File: config.mk
export PLATFORM = sky130hd
export DESIGN_NAME = spi_port
export DESIGN_NICKNAME = d
export VERILOG_FILES = /design/src/rtl/spi_pkg.sv /design/src/rtl/spi_sync.sv /design/src/rtl/spi_rate_gen.sv /design/src/rtl/spi_shifter.sv /design/src/rtl/spi_port.sv
export SDC_FILE = /design/constraint.sdc
export NUM_CORES = 1
export LEC_CHECK = 0
export ABC_CLOCK_PERIOD_IN_PS = 5700
export BUFFER_PORTS_ARGS = -buffer_cell sky130_fd_sc_hd__buf_2
export CAP_MARGIN = 0
export CORE_ASPECT_RATIO = 0.6
export CORE_MARGIN = 2
export CORE_UTILIZATION = 35
export CTS_CLUSTER_DIAMETER = 150
export CTS_CLUSTER_SIZE = 8
export DETAILED_ROUTE_END_ITERATION = 6
export PLACE_DENSITY = 0.54
export REMOVE_ABC_BUFFERS = 1
export SLEW_MARGIN = 20
export SYNTH_ARGS = -nofsm -noshare
export SYNTH_HDL_FRONTEND = slang
export SYNTH_SLANG_ARGS = --single-unit
File: constraint.sdc
create_clock -name clk -period 5.7 [get_ports clk]
set_clock_uncertainty 0.05 [all_clocks]
set_input_delay 0.57 -clock clk [delete_from_list [all_inputs] [get_ports clk]]
set_output_delay 0.57 -clock clk [all_outputs]
set_load 0.005 [all_outputs]
File: src/rtl/spi_pkg.sv
package spi_pkg;
  typedef enum logic [1:0] {
    MODE_DIV4  = 2'b00,
    MODE_DIV16 = 2'b01,
    MODE_DIV64 = 2'b10,
    MODE_SLAVE = 2'b11
  } spi_mode_e;

  localparam logic ADDR_DATA = 1'b0;
  localparam logic ADDR_CTRL = 1'b1;

  localparam int CTL_CSEN  = 2;
  localparam int CTL_LSB   = 3;
  localparam int CTL_EN    = 4;
  localparam int STS_DONE  = 5;
  localparam int STS_WCOL  = 6;
endpackage

File: src/rtl/spi_sync.sv
module spi_sync #(
  parameter int N      = 3,
  parameter int STAGES = 2
) (
  input  logic         clk,
  input  logic         rst_n,
  input  logic [N-1:0] d,
  output logic [N-1:0] q
);
  logic [N-1:0] stage_q [STAGES];

  for (genvar s = 0; s < STAGES; s++) begin : g_stage
    if (s == 0) begin : g_first
      always_ff @(posedge clk or negedge rst_n)
        if (!rst_n) stage_q[s] <= '0;
        else        stage_q[s] <= d;
    end else begin : g_next
      always_ff @(posedge clk or negedge rst_n)
        if (!rst_n) stage_q[s] <= '0;
        else        stage_q[s] <= stage_q[s-1];
    end
  end

  assign q = stage_q[STAGES-1];
endmodule

File: src/rtl/spi_rate_gen.sv
module spi_rate_gen #(
  parameter int DIV0 = 4,
  parameter int DIV1 = 16,
  parameter int DIV2 = 64
) (
  input  logic       clk,
  input  logic       rst_n,
  input  logic       run,
  input  logic [1:0] rate,
  output logic       tick
);
  localparam int H0   = DIV0 / 2;
  localparam int H1   = DIV1 / 2;
  localparam int H2   = DIV2 / 2;
  localparam int HMAX = (H0 > H1) ? ((H0 > H2) ? H0 : H2) : ((H1 > H2) ? H1 : H2);
  localparam int CW   = $clog2(HMAX) + 1;

  logic [CW-1:0] cnt_q, cnt_d, last_cnt;

  always_comb begin
    case (rate)
      2'd0:    last_cnt = CW'(H0 - 1);
      2'd1:    last_cnt = CW'(H1 - 1);
      default: last_cnt = CW'(H2 - 1);
    endcase
  end

  assign tick = run && (cnt_q >= last_cnt);

  always_comb begin
    cnt_d = cnt_q;
    if (!run)      cnt_d = '0;
    else if (tick) cnt_d = '0;
    else           cnt_d = cnt_q + 1'b1;
  end

  always_ff @(posedge clk or negedge rst_n)
    if (!rst_n) cnt_q <= '0;
    else        cnt_q <= cnt_d;

  // half period is at least two system clocks, so ticks never touch
  a_r2_tick_spacing: assert property (@(posedge clk) disable iff (!rst_n)
    tick |=> !tick);
endmodule

File: src/rtl/spi_shifter.sv
module spi_shifter #(
  parameter int DW = 8
) (
  input  logic          clk,
  input  logic          rst_n,
  input  logic          load,
  input  logic [DW-1:0] load_data,
  input  logic          lsb_first,
  input  logic          sample,
  input  logic          shift,
  input  logic          sin,
  output logic          sout,
  output logic [DW-1:0] next_data
);
  logic [DW-1:0] data_q, data_d;
  logic          hold_q, hold_d;

  assign next_data = lsb_first ? {hold_q, data_q[DW-1:1]} : {data_q[DW-2:0], hold_q};
  assign sout      = lsb_first ? data_q[0] : data_q[DW-1];

  always_comb begin
    data_d = data_q;
    if (load)       data_d = load_data;
    else if (shift) data_d = next_data;
    hold_d = sample ? sin : hold_q;
  end

  always_ff @(posedge clk or negedge rst_n)
    if (!rst_n) begin
      data_q <= '0;
      hold_q <= 1'b0;
    end else begin
      data_q <= data_d;
      hold_q <= hold_d;
    end

  a_r6_load_exact: assert property (@(posedge clk) disable iff (!rst_n)
    load |=> (sout == (lsb_first ? $past(load_data[0]) : $past(load_data[DW-1]))));
endmodule

File: src/rtl/spi_port.sv
module spi_port import spi_pkg::*; #(
  parameter int DW   = 8,
  parameter int DIV0 = 4,
  parameter int DIV1 = 16,
  parameter int DIV2 = 64
) (
  input  logic          clk,
  input  logic          rst_n,
  input  logic          reg_wr,
  input  logic          reg_addr,
  input  logic [DW-1:0] reg_wdata,
  output logic [DW-1:0] reg_rdata,
  output logic          irq,
  output logic          sclk_out,
  output logic          cs_n_out,
  input  logic          sclk_in,
  input  logic          cs_n_in,
  input  logic          sdi,
  output logic          sdo,
  output logic          sdo_oe
);
  localparam int CNT_W = $clog2(DW);
  localparam logic [CNT_W-1:0] LAST_BIT = CNT_W'(DW - 1);

  spi_mode_e       mode_q, mode_d;
  logic            csen_q, csen_d, lsb_q, lsb_d, en_q, en_d;
  logic            done_q, done_d, wcol_q, wcol_d, busy_q, busy_d;
  logic            sclk_q, sclk_d, rise_q, rise_d, s_sclk_d;
  logic [CNT_W-1:0] bitcnt_q, bitcnt_d;
  logic [DW-1:0]   buf_q, buf_d, shift_next;
  logic            s_sclk, s_cs_n, s_sdi, tick, sout;

  spi_sync #(.N(3), .STAGES(2)) u_sync (
    .clk(clk), .rst_n(rst_n),
    .d({sclk_in, cs_n_in, sdi}), .q({s_sclk, s_cs_n, s_sdi}));

  logic is_slave, run, sel_ok, m_rise, m_fall, s_rise, s_fall;
  logic do_sample, do_shift, last, in_flight, wr_data, wr_ctrl, start, collide;

  assign is_slave = (mode_q == MODE_SLAVE);
  assign run      = en_q && busy_q && !is_slave;

  spi_rate_gen #(.DIV0(DIV0), .DIV1(DIV1), .DIV2(DIV2)) u_rate (
    .clk(clk), .rst_n(rst_n), .run(run), .rate(mode_q), .tick(tick));

  assign sel_ok    = !csen_q || !s_cs_n;
  assign m_rise    = tick && !sclk_q;
  assign m_fall    = tick && sclk_q;
  assign s_rise    = is_slave && en_q && busy_q && sel_ok && s_sclk && !s_sclk_d;
  assign s_fall    = is_slave && en_q && busy_q && sel_ok && !s_sclk && s_sclk_d && rise_q;
  assign do_sample = m_rise || s_rise;
  assign do_shift  = m_fall || s_fall;
  assign last      = (bitcnt_q == LAST_BIT);
  assign in_flight = is_slave ? (busy_q && (bitcnt_q != '0 || rise_q)) : busy_q;
  assign wr_data   = reg_wr && (reg_addr == ADDR_DATA);
  assign wr_ctrl   = reg_wr && (reg_addr == ADDR_CTRL);
  assign start     = wr_data && en_q && !in_flight;
  assign collide   = wr_data && en_q && in_flight;

  spi_shifter #(.DW(DW)) u_shift (
    .clk(clk), .rst_n(rst_n), .load(start), .load_data(reg_wdata),
    .lsb_first(lsb_q), .sample(do_sample), .shift(do_shift),
    .sin(is_slave ? s_sdi : sdi), .sout(sout), .next_data(shift_next));

  always_comb begin
    mode_d = mode_q; csen_d = csen_q; lsb_d = lsb_q; en_d = en_q;
    done_d = done_q; wcol_d = wcol_q; busy_d = busy_q; sclk_d = sclk_q;
    rise_d = rise_q; bitcnt_d = bitcnt_q; buf_d = buf_q;
    if (wr_ctrl) begin
      mode_d = spi_mode_e'(reg_wdata[1:0]);
      csen_d = reg_wdata[CTL_CSEN];
      lsb_d  = reg_wdata[CTL_LSB];
      en_d   = reg_wdata[CTL_EN];
      done_d = done_q && reg_wdata[STS_DONE];
      wcol_d = wcol_q && reg_wdata[STS_WCOL];
    end
    if (!en_q) begin
      busy_d = 1'b0; sclk_d = 1'b0; rise_d = 1'b0; bitcnt_d = '0;
      if (wr_data) buf_d = reg_wdata;
    end else begin
      if (start) begin
        busy_d = 1'b1; sclk_d = 1'b0; rise_d = 1'b0; bitcnt_d = '0;
        buf_d  = reg_wdata;
      end
      if (collide) wcol_d = 1'b1;
      if (do_sample) begin
        rise_d = 1'b1;
        if (m_rise) sclk_d = 1'b1;
      end
      if (do_shift) begin
        rise_d   = 1'b0;
        sclk_d   = 1'b0;
        bitcnt_d = bitcnt_q + 1'b1;
        if (last) begin
          busy_d = 1'b0; done_d = 1'b1; bitcnt_d = '0;
          buf_d  = shift_next;
        end
      end
      if (is_slave && csen_q && s_cs_n) begin
        bitcnt_d = '0; rise_d = 1'b0;
      end
    end
  end

  always_ff @(posedge clk or negedge rst_n)
    if (!rst_n) begin
      mode_q <= MODE_DIV4; csen_q <= 1'b0; lsb_q <= 1'b0; en_q <= 1'b0;
      done_q <= 1'b0; wcol_q <= 1'b0; busy_q <= 1'b0; sclk_q <= 1'b0;
      rise_q <= 1'b0; bitcnt_q <= '0; buf_q <= '0; s_sclk_d <= 1'b0;
    end else begin
      mode_q <= mode_d; csen_q <= csen_d; lsb_q <= lsb_d; en_q <= en_d;
      done_q <= done_d; wcol_q <= wcol_d; busy_q <= busy_d; sclk_q <= sclk_d;
      rise_q <= rise_d; bitcnt_q <= bitcnt_d; buf_q <= buf_d; s_sclk_d <= s_sclk;
    end

  logic [7:0] status;
  assign status    = {busy_q, wcol_q, done_q, en_q, lsb_q, csen_q, mode_q};
  assign reg_rdata = (reg_addr == ADDR_CTRL) ? DW'(status) : buf_q;
  assign irq       = done_q;
  assign sclk_out  = sclk_q;
  assign cs_n_out  = !(en_q && busy_q && csen_q && !is_slave);
  assign sdo       = sout;
  assign sdo_oe    = en_q && (!is_slave || sel_ok);

  a_r1_disabled_idle: assert property (@(posedge clk) disable iff (!rst_n)
    !en_q |=> !busy_q);
  a_r3_clock_idles_low: assert property (@(posedge clk) disable iff (!rst_n)
    !busy_q |-> !sclk_out);
  a_r6_collision_flag: assert property (@(posedge clk) disable iff (!rst_n)
    (wr_data && en_q && busy_q && !is_slave) |=> wcol_q);
  a_r7_done_after_last: assert property (@(posedge clk) disable iff (!rst_n)
    $rose(done_q) |-> ($past(bitcnt_q) == LAST_BIT));
  a_r9_cs_clears_count: assert property (@(posedge clk) disable iff (!rst_n)
    (is_slave && csen_q && s_cs_n) |=> (bitcnt_q == '0));
endmodule

# Word level (Yosys, flattened, before mapping)
# Cells that the tools add are included.
# W data, S select, Z words.
[word_totals]
reg_bits = 43
latch_bits = 0
ram_bits = 0
rom_bits = 0
in_bits = 15
out_inout_bits = 13
mem_count = 0
[classes]
addsub = 2
mul = 0
div_mod_pow = 0
order_cmp = 1
eq_ne = 5
n_shift = 0
muxes = 41
bitwise_logic = 1
n_reduce_logical = 43
[ops]
columns = ["op", "n"]
rows = [
  ["$mux W8", 9],
  ["$logic_and A1 B1 Y1", 26],
  ["$mux W1", 24],
  ["$mux W3", 5],
  ["$mux W6", 2],
  ["$pmux W5 S2", 1],
  ["$logic_not A1 Y1", 8],
  ["$add A6 B1 Y6 const B", 1],
  ["$ge A6 B5 Y1", 1],
  ["$logic_or A1 B1 Y1", 5],
  ["$ne A5 B1 Y1 const B", 1],
  ["$ne A4 B1 Y1 const B", 1],
  ["$reduce_bool A2 Y1", 2],
  ["$add A3 B1 Y3 const B", 1],
  ["$eq A3 B3 Y1 const B", 1],
  ["$reduce_bool A3 Y1", 1],
  ["$eq A2 B1 Y1 const B", 1],
  ["$eq A2 B2 Y1 const B", 1],
  ["$logic_not A2 Y1", 1],
  ["$not A1 Y1", 1],
]

# Depth between registers and ports, before layout
# Gate-level depths: netlist of run 1.
[logic_depth]
depth_word = 11
depth_mapped = 8
depth_no_buf = 7

# Hierarchy
# A second synthesis of run 1 with hierarchy kept.
[hier_totals]
hier_cells = 233
hier_area_um2 = 2565.0
[modules_own_cells]
columns = ["module", "n_inst", "cells_each", "area_each_um2"]
rows = [
  ["spi_port", 1, 139, 1427.6],
  ["spi_shifter", 1, 48, 595.6],
  ["spi_rate_gen", 1, 37, 369.1],
  ["spi_sync", 1, 9, 172.7],
]

# Worst setup path after synthesis of run 1
# OpenSTA, ideal clock, no wires.
[synth_path]
kind = "flip-flop to flip-flop"
start = "reg mode_q[0]"
end = "reg buf_q[2]"
setup_ps = 147
arrival_ps = 1950
t_required_ps = 5503
slack_ps = 3554
path_stages_with_launch = 9
period_less_slack_ps = 2146
cell_sequence = "dfrtp_1 > nor2_1 > ha_1 > a21oi_1 > o22ai_1 > a311o_2 > buf_4 > a221oi_1 > a221oi_2"
[synth_between]
elab_chain_len = 10
elab_cells_between_ends = 23
[synth_rtl]
columns = ["item", "line_no", "source"]
rows = [
  ["start, declared", "spi_port.sv:25", "spi_mode_e mode_q, mode_d;"],
  ["start signal, assigned", "spi_port.sv:111", "mode_q <= mode_d; csen_q <= csen_d; lsb_q <= lsb_d; en_q <= en_d;"],
  ["branches (longest 8 deep; another with $ge A6 B5 Y1)", "n/a", ""],
  ["$mux W8 (*)", "spi_port.sv:90", "if (do_shift) begin"],
  ["$mux W8 (*)", "spi_port.sv:77", "if (!en_q) begin"],
  ["end signal, assigned", "spi_port.sv:113", "rise_q <= rise_d; bitcnt_q <= bitcnt_d; buf_q <= buf_d; s_sclk_d <= s_sclk;"],
  ["end, declared", "spi_port.sv:30", "logic [DW-1:0] buf_q, buf_d, shift_next;"],
]
# Every way passes the cells marked *.
# A chain may end at the register's enable or synchronous reset.

# Worst setup path in the final report of run 1
[layout_path]
start = "reg mode_q[1]"
end = "reg buf_q[3]"
# The elaborated chain is that of the path after synthesis.

==> out/qor.yml, run 1 <==
run_status:
  status: "finished clean"
yosys:
  synthTopCellsByArea: "dfrtp_1 45%, mux2_2 7.5%, a221oi_2 6.3%"
  yosysTopAreaCellShare_pct: 45.0
  synth_xor_area_share_pct: 1.10
  synth_top_family_by_area: "compound AO/OA/AOI/OAI gates"
  synth_area_um2: 2390
  yosys.area.top_type: "dfrtp_1"
  muxShareOfSynthArea_pct: 10.9
  ys_ff_latch: 43
  synthCells: 219
  ys_seq_area_share_pct: 45.0
  synth_compound_area_share_pct: 19.6
  syn_area_per_cell_um2: 10.9
  synthSimpleGateAreaFrac_pct: 15.6
  synth_warnings: 0
  synth_cell_types: 41
  synth_fa_ha_area_share_pct: 4.19
die:
  core_area_um2: 6650
  rows: 23
  initial_core_util_pct: 35.9
  die-area_um2: 7530
  die_x_um: 111
  die_y_um: 68.0
  ios: 28
cells_and_area:
  layout_common_cells: "43 x dfrtp_1, 26 x buf_2, 22 x nor2_1"
  stdcell_count: 332
  nFillCells: 629
  nets: 267
  fin_util_pct: 41.4
  layout-drive-gt1-share_pct: 26.9
  final_common_cell: "dfrtp_1"
  n_antenna_cell: 0
  area_growth_syn_to_layout_pct: 15.3
placement:
  numPlacedInstances: 324
  gp_congestion: 0.797
  port_buffers: 27
  dp_hpwl_um: 4250
clock_network:
  cts-buffers-inserted: 5
  clk_latency_ns: 0.28
  clkSinkCount: 43
  cts_buffer_depth: 2
  cts_root_buf: "clkbuf_16"
  cts_tree: "yes"
  htreeDepth: 2
  cts-resized-gates: 0
  hold_buffers: 0
  clk_pin_slew_ns: 0.06
  cts_setup_buffers: 0
worst_setup_path:
  crit_type: "flop to flop"
  required_ns: 5.78
  critPathMaxFanout: 12
  crit_path_max_incr_delay_ns: 0.57
  endpoint_kind: "flop"
  crit_family: "compound AO/OA/AOI/OAI gates"
  critPathSlowestCell: "and2_1"
  crit_chain: "inv_1 > ha_1 > nand4b_1 > o22ai_1 > a311o_2 > and2_1 > a221oi_2"
  arrival_ns: 2.76
  path_buf_inv: 1
  cp-start-kind: "flop"
timing:
  fin_hold_ws_ns: 0.217
  tightestPinTransition_ns: 0.767
  fmax_mhz: 373
  post-route-period-util_pct: 47.0
  relSlewSlack_pct: 48.6
  drv_slew: 0
  rsz0062_at_grt: "false"
  setup_tns_ns: 0
  setup_viol: 0
  hold_viol_final: 0
  period_needed_ns: 2.68
global_routing:
  grt_start_max_net_pins: 44
  grt_first_pass_wirelength_um: 9800
  grt_overflow: 0
  grt_usage_pct: 17.1
  grt_pass1_vias: 1733
  antenna_found_initial: 0
detailed_routing:
  via_per_inst: 5.47
  finalWirelength_um: 6030
  dr.pass1.iters: 4
  drc: 0
  drt_iter0_drc: 121
  vias: 1815
  ant_nets: 0
  wl_per_cell_um: 18.1
min_path:
  worstHoldPathType: "input pin to async pin"
run:
  drv_cap: 0
power:
  power_mw: 0.940
  irDropWorstVdd_uv: 137
  p_leak_nw: 1.22
  power_density_nw_per_um2: 341
registers in the layout, indices dropped and copies added (netlist names), 2 cells and up:
signal and flops:
bitcnt_q 3, u_rate.cnt_q 6, u_shift.data_q 8, u_sync.stage_q 3
buf_q 8, mode_q 2, u_sync.q 3
report_power, final:
group | internal (mW) | switching [mW]
clock | 0.187 | 0.113
sequential | 0.357 | 0.0519
combinational | 0.118 | 0.113
total | 0.662 | 0.278
final timing paths:
check                      cells past startpoint               from     endpoint  slack [ns]
min in group clk                               0  u_sync.stage_q[3]  u_sync.q[0]        0.30
setup / recovery                               7          mode_q[1]     buf_q[3]        3.02
setup reg to reg                               7          mode_q[1]     buf_q[3]        3.02
hold / removal                                 1              rst_n          irq        0.22
max in group asynchronous                      1              rst_n  u_sync.q[2]        4.97
hold reg to reg                                0  u_sync.stage_q[3]  u_sync.q[0]        0.30
synth_stat cells (all sizes together):
library cell,number
nor4b,1
o31ai,2
a41oi,1
nand4,1
nor3,1
mux2,16
a311oi,1
a221o,2
dfrtp,43
a211oi,8
a31o,1
o22ai,1
or3,2
buf,6
nand4b,3
xnor2,1
nand3,5
a211o,6
ha,8
xor2,2
inv,7
nor2,23
clkbuf,6
o21ai,7
a221oi,16
a311o,1
a21oi,6
o31a,1
nand2b,3
nand3b,1
nand4bb,1
nor4bb,1
and2,18
nand2,9
mux2i,8
per-layer routing:
layer  up-vias  part of all wire (%)  track usage, %  routed length [um]
met5         -                     0               0                   0
met4         0                  0.73            4.22                  44
met3         6                   6.9            4.07                 414
met2        62                    38            22.4                2280
met1       877                    54            27.3                3280
li1        870                     -               -                   -
per-stage QoR:
| stage | worst slack [ns] | area [um^2] |
|---|---|---|
| floorplan | 3.31 | 2330 |
| global placement | 3.11 | 2600 |
| detailed placement | 3.07 | 2600 |
| CTS | 3.07 | 2750 |
| global route | 2.79 | 2760 |
| finish | 3.02 | 2760 |
cells by family after synthesis:
logic type	after synthesis
AND/OR/NAND/NOR	69
AO/OA/AOI/OAI	53
flip-flops	43
multiplexers	24
buffers and inverters	19
adder cells (fa/ha/maj)	8
XOR/XNOR	3
cell type report:
| cell class | instances | area (um^2) | share of cell area [%] |
|---|---|---|---|
| inverters | 7 | 26.3 | 0.954 |
| multi-input cells | 157 | 1230 | 44.6 |
| well taps | 87 | 109 | 3.95 |
| flip-flops and latches | 43 | 1080 | 39.1 |
| clock buffers | 8 | 156 | 5.68 |
| repair buffers | 30 | 160 | 5.81 |
(Power assumes the default switching activity.)
==> run 2, diff against run 1 <==
--- a/config.mk
+++ b/config.mk
@@ -5,7 +5,7 @@
 export SDC_FILE = /design/constraint.sdc
 export NUM_CORES = 1
 export LEC_CHECK = 0
-export ABC_CLOCK_PERIOD_IN_PS = 5700
+export ABC_CLOCK_PERIOD_IN_PS = 2700
 export BUFFER_PORTS_ARGS = -buffer_cell sky130_fd_sc_hd__buf_2
 export CAP_MARGIN = 0
 export CORE_ASPECT_RATIO = 0.6
==> constraint.sdc (replaced) <==
create_clock -name clk -period 2.7 [get_ports clk]
set_clock_uncertainty 0.05 [all_clocks]
set_input_delay 0.27 -clock clk [delete_from_list [all_inputs] [get_ports clk]]
set_output_delay 0.27 -clock clk [all_outputs]
set_load 0.005 [all_outputs]
==> run 2 against run 1 <==
  * Combinational power rose by 110%
  * Sequential cell count did not move
  * Power rose by 110%
  * Clock power rose by 100%
==> out/qor.yml, run 2 (synthesis results as in run 1) <==
detailed_routing:
  m1WireLength_um: 3380
  wl_met2_um: 2080
  vias: 1820
  maxUsedRoutingLayer: "met4"
  finalWirelength_um: 5880
  ant_nets: 0
  dr.pass1.iters: 4
  wl_met3_um: 387
  drt_iter0_drc: 106
  wl_per_cell_um: 17.7
  drc: 0
  via_per_inst: 5.47
clock_network:
  clkSinkCount: 43
  cts_root_buf: "clkbuf_16"
  cts_tree: "yes"
  htreeDepth: 2
  cts_setup_buffers: 0
  clk_pin_slew_ns: 0.06
  clk_latency_ns: 0.28
  cts_buffer_depth: 2
  cts-buffers-inserted: 5
global_routing:
  grt_first_pass_wirelength_um: 9550
  grt_pass1_vias: 1734
  grt_usage_pct: 16.7
  antenna_found_initial: 0
  grt_overflow: 0
  grt_start_max_net_pins: 44
die:
  rows: 23
  ios: 28
  die_y_um: 68.0
  initial_core_util_pct: 35.9
  core_area_um2: 6650
  die-area_um2: 7530
  die_x_um: 111
timing:
  setup_viol: 0
  setup_tns_ns: 0
  fmax_mhz: 404
  hold_viol_final: 0
  tightestPinTransition_ns: 0.755
  post-route-period-util_pct: 91.8
  rsz0062_at_grt: "false"
  relSlewSlack_pct: 49.5
  period_needed_ns: 2.48
  drv_slew: 0
cells_and_area:
  seq_area_um2: 1080
  n_antenna_cell: 0
  multi_input_area_um2: 1230
  top_regs: "buf_q: 8 flops, u_shift.data_q: 8 flops, u_rate.cnt_q: 6 flops"
  nFillCells: 635
  nets: 269
  final_common_cell: "dfrtp_1"
  stdcell_count: 333
  layout-drive-gt1-share_pct: 27.6
  layout_common_cells: "43 x dfrtp_1, 27 x buf_2, 22 x nor2_1"
  area_growth_syn_to_layout_pct: 16.0
power:
  p_leak_nw: 1.23
  irDropWorstVdd_uv: 322
  power_density_nw_per_um2: 705
placement:
  numPlacedInstances: 324
  gp_congestion: 0.810
  dp_hpwl_um: 4290
  port_buffers: 27
worst_setup_path:
  cp-start-kind: "flop"
  crit_type: "flop to flop"
  endpoint_kind: "flop"
  required_ns: 2.84
  critPathMaxFanout: 12
  arrival_ns: 2.62
run_status:
  status: "finished clean"
run:
  drv_cap: 0
min_path:
  worstHoldPathType: "input pin to flop"
## run 2: cell types whose count changed in the layout (fill, tap and decap cells not counted), sizes merged
cell         previous run  this run
buf                    30        31
dlygate4sd3             0         1
clkbuf                  8         6
clkinv                  0         1
## run 2: path summary, 6_finish.rpt
| path | endpoint | from | slack (ns) | depth (start not counted) |
|---|---|---|---|---|
| setup / recovery | buf_q[6] | mode_q[1] | 0.22 | 7 |
| hold / removal | u_sync.stage_q[5] | sclk_in | 0.04 | 1 |
| setup reg to reg | buf_q[6] | mode_q[1] | 0.22 | 7 |
| hold reg to reg | u_sync.q[0] | u_sync.stage_q[3] | 0.30 | 0 |
| max in group asynchronous | u_rate.cnt_q[1] | rst_n | 1.78 | 3 |
| min in group asynchronous | u_shift.data_q[6] | rst_n | 0.35 | 2 |
## run 2: layout make-up
cell class                 count  share of cell area, %
tap                           87                   3.93
clock inverter                 1                  0.181
inverter                       7                  0.948
clock buffer                   6                   5.01
multi-input combinational    157                   44.3
sequential                    43                   38.8
timing repair buffer          32                   6.77
## run 2: repair_timing
action	CTS	global route
hold buffers	0	1
setup endpoints to repair	0	10
gates resized for setup	0	1
hold endpoints to repair	0	11
## run 2: per-layer routing
| layer | track usage (%) | up-vias |
|---|---|---|
| met1 | 27.3 | 888 |
| met2 | 20.8 | 55 |
| li1 | - | 873 |
| met4 | 4.53 | 0 |
| met3 | 3.99 | 4 |
| met5 | 0 | - |
## run 2: worst max-delay path: stages (launching register included)
cell and delay [ns]:
dfrtp_1 0.44, nor2_1 0.17, ha_1 0.25, a21oi_1 0.13
o22ai_1 0.15, a311o_2 0.56, and2_2 0.36, a221oi_2 0.27
## run 2: report_power, final
part / internal, mW / switching, mW / leakage, nW
logic: 0.253 / 0.231 / 0.621
registers: 0.753 / 0.114 / 0.535
clock network: 0.361 / 0.241 / 0.0727
## run 2: stage by stage
stage	instance area, um^2	hold slack (ns)	util (%)	total power, mW	setup slack, ns
floorplan	2330	-0.0756	-	1.18	0.306
global route	2770	0.0352	41.7	2.06	0.0548
detailed placement	2600	0.287	39.1	1.35	0.135
CTS	2740	0.0365	41.2	1.97	0.133
finish	2770	0.0426	41.7	1.95	0.222
global placement	2600	0.282	39.1	1.36	0.219
==> run 3, diff against run 2 <==
--- a/config.mk
+++ b/config.mk
@@ -8,7 +8,6 @@
 export ABC_CLOCK_PERIOD_IN_PS = 2700
 export BUFFER_PORTS_ARGS = -buffer_cell sky130_fd_sc_hd__buf_2
 export CAP_MARGIN = 0
-export CORE_ASPECT_RATIO = 0.6
 export CORE_MARGIN = 2
 export CORE_UTILIZATION = 35
 export CTS_CLUSTER_DIAMETER = 150
@@ -16,7 +15,6 @@
 export DETAILED_ROUTE_END_ITERATION = 6
 export PLACE_DENSITY = 0.54
 export REMOVE_ABC_BUFFERS = 1
-export SLEW_MARGIN = 20
 export SYNTH_ARGS = -nofsm -noshare
 export SYNTH_HDL_FRONTEND = slang
 export SYNTH_SLANG_ARGS = --single-unit
==> run 3 against run 2 <==
  * Worst setup slack worse by 0.0053 ns
  * Sequential share of layout area is 0.86 points higher
  * Power is 7.9% lower
  * Critical path depth stayed put
  * Design area is 2.2% lower
  * Via count is 0.55% higher
  * Count of clock-buffer cells in the layout is 2 higher
  * Final cell count is 1.5% lower
  * Sequential cell count stayed put
  * Utilization is 1.1 points lower
  * Worst hold slack worse by 0.0084 ns
  * Die area is 0.29% lower
==> out/qor.yml, run 3 (synthesis results as in run 1) <==
clock_network:
  cts_buffer_depth: 2
  cts_root_buf: "clkbuf_8"
  clk_pin_slew_ns: 0.08
  clkSinkCount: 43
  htreeDepth: 2
  cts_setup_buffers: 0
  cts_tree: "yes"
  cts-buffers-inserted: 5
  clk_latency_ns: 0.29
global_routing:
  grt_first_pass_wirelength_um: 9610
  grt_usage_pct: 16.5
  grt_start_max_net_pins: 44
  grt_overflow: 0
  grt_pass1_vias: 1759
  antenna_found_initial: 0
timing:
  rsz0062_at_grt: "false"
  fin_hold_ws_ns: 0.0342
  drv_slew: 0
  relSlewSlack_pct: 35.6
  setup_tns_ns: 0
  setup_viol: 0
  tightestPinTransition_ns: 0.966
  hold_viol_final: 0
  period_needed_ns: 2.48
  fmax_mhz: 403
  worst_slack_ns: 0.217
  post-route-period-util_pct: 92.0
worst_setup_path:
  path_buf_inv: 0
  crit_chain: "nor2_1 > ha_1 > a21oi_1 > o22ai_1 > a311o_2 > and2_2 > a221oi_2"
  critPathSlowestCell: "a311o_2"
  endpoint_kind: "flop"
  crit_type: "flop to flop"
  crit_family: "compound AO/OA/AOI/OAI gates"
  arrival_ns: 2.63
  cp-start-kind: "flop"
  critPathMaxFanout: 12
  required_ns: 2.85
  crit_path_max_incr_delay_ns: 0.55
cells_and_area:
  design_area_um2: 2710
  area_growth_syn_to_layout_pct: 13.5
  seq_area_um2: 1080
  nets: 270
  layout-drive-gt1-share_pct: 28.2
  final_common_cell: "dfrtp_1"
  n_antenna_cell: 0
  nFillCells: 682
  top_regs: "buf_q: 8 flops, u_shift.data_q: 8 flops, u_rate.cnt_q: 6 flops"
  multi_input_area_um2: 1230
  layout_common_cells: "43 x dfrtp_1, 27 x buf_2, 22 x nor2_1"
  fin_util_pct: 40.6
  stdcell_count: 328
placement:
  post_dp_cell_area_um2: 2610
  port_buffers: 27
  place_worst_setup_slack_ns: 0.128
  dp_hpwl_um: 4080
  gp_congestion: 0.778
  numPlacedInstances: 320
run:
  drv_cap: 0
power:
  irDropWorstVdd_uv: 265
  power_density_nw_per_um2: 664
  power_mw: 1.80
  p_leak_nw: 1.21
detailed_routing:
  finalWirelength_um: 5790
  vias: 1830
  drc: 0
  via_per_inst: 5.58
  wl_per_cell_um: 17.6
  drt_iter0_drc: 84
  dr.pass1.iters: 4
  ant_nets: 0
die:
  die_y_um: 86.6
  core_area_um2: 6680
  rows: 30
  die_x_um: 86.6
  initial_core_util_pct: 35.8
  die-area_um2: 7500
  ios: 28
run_status:
  status: "finished clean"
min_path:
  worstHoldPathType: "input pin to flop"
run 3: changes by cell type in the layout (fill, tap and decap cells not counted), sizes merged:
cell,previous run,this run
buf,31,33
clkbuf,6,8
clkinv,1,0
dlygate4sd3,1,0
run 3: worst register-to-register path: cells and delay by family, from the launching register on:
kind / cells / cell delay (ns)
AO/OA/AOI/OAI: 4 / 1.09
adder cells (fa/ha/maj): 1 / 0.26
flip-flops: 1 / 0.46
AND/OR/NAND/NOR: 2 / 0.54
run 3: cell type report:
class	instances	share of cell area, %
sequential	43	39.7
timing repair buffer	33	6.65
multi-input combinational	157	45.3
clock buffer	8	3.69
inverter	7	0.969
tap	80	3.69
run 3: repair_timing:
| item | in CTS | in global routing |
|---|---|---|
| endpoints found under the setup margin | 0 | 10 |
| resized for setup | 0 | 1 |
| hold buffers | 0 | 0 |
| endpoints found under the hold margin | 0 | 0 |
run 3: where the power goes:
part / leakage [nW] / total, mW / switching [mW] / internal, mW
clock: 0.0515 / 0.450 / 0.216 / 0.234
combinational: 0.620 / 0.487 / 0.235 / 0.251
sequential: 0.535 / 0.862 / 0.110 / 0.752
total: 1.21 / 1.80 / 0.562 / 1.24
run 3: worst paths after layout:
check,start,endpoint,slack [ns],cells past startpoint
worst max register to register,mode_q[1],buf_q[6],0.22,7
max in group asynchronous,rst_n,busy_q,1.92,1
worst min register to register,u_sync.stage_q[5],u_sync.q[2],0.30,0
worst max-delay path,mode_q[1],buf_q[6],0.22,7
worst min-delay path,sclk_in,u_sync.stage_q[5],0.03,1
min in group asynchronous,rst_n,u_sync.stage_q[5],0.08,1
run 3: layer usage:
metal	share of wire [%]	vias to the layer above	global-route usage [%]
li1	-	876	-
met1	49	903	24.8
met2	45	47	23.9
met3	4.6	4	3.90
met4	0.83	0	4.12
met5	0	-	0
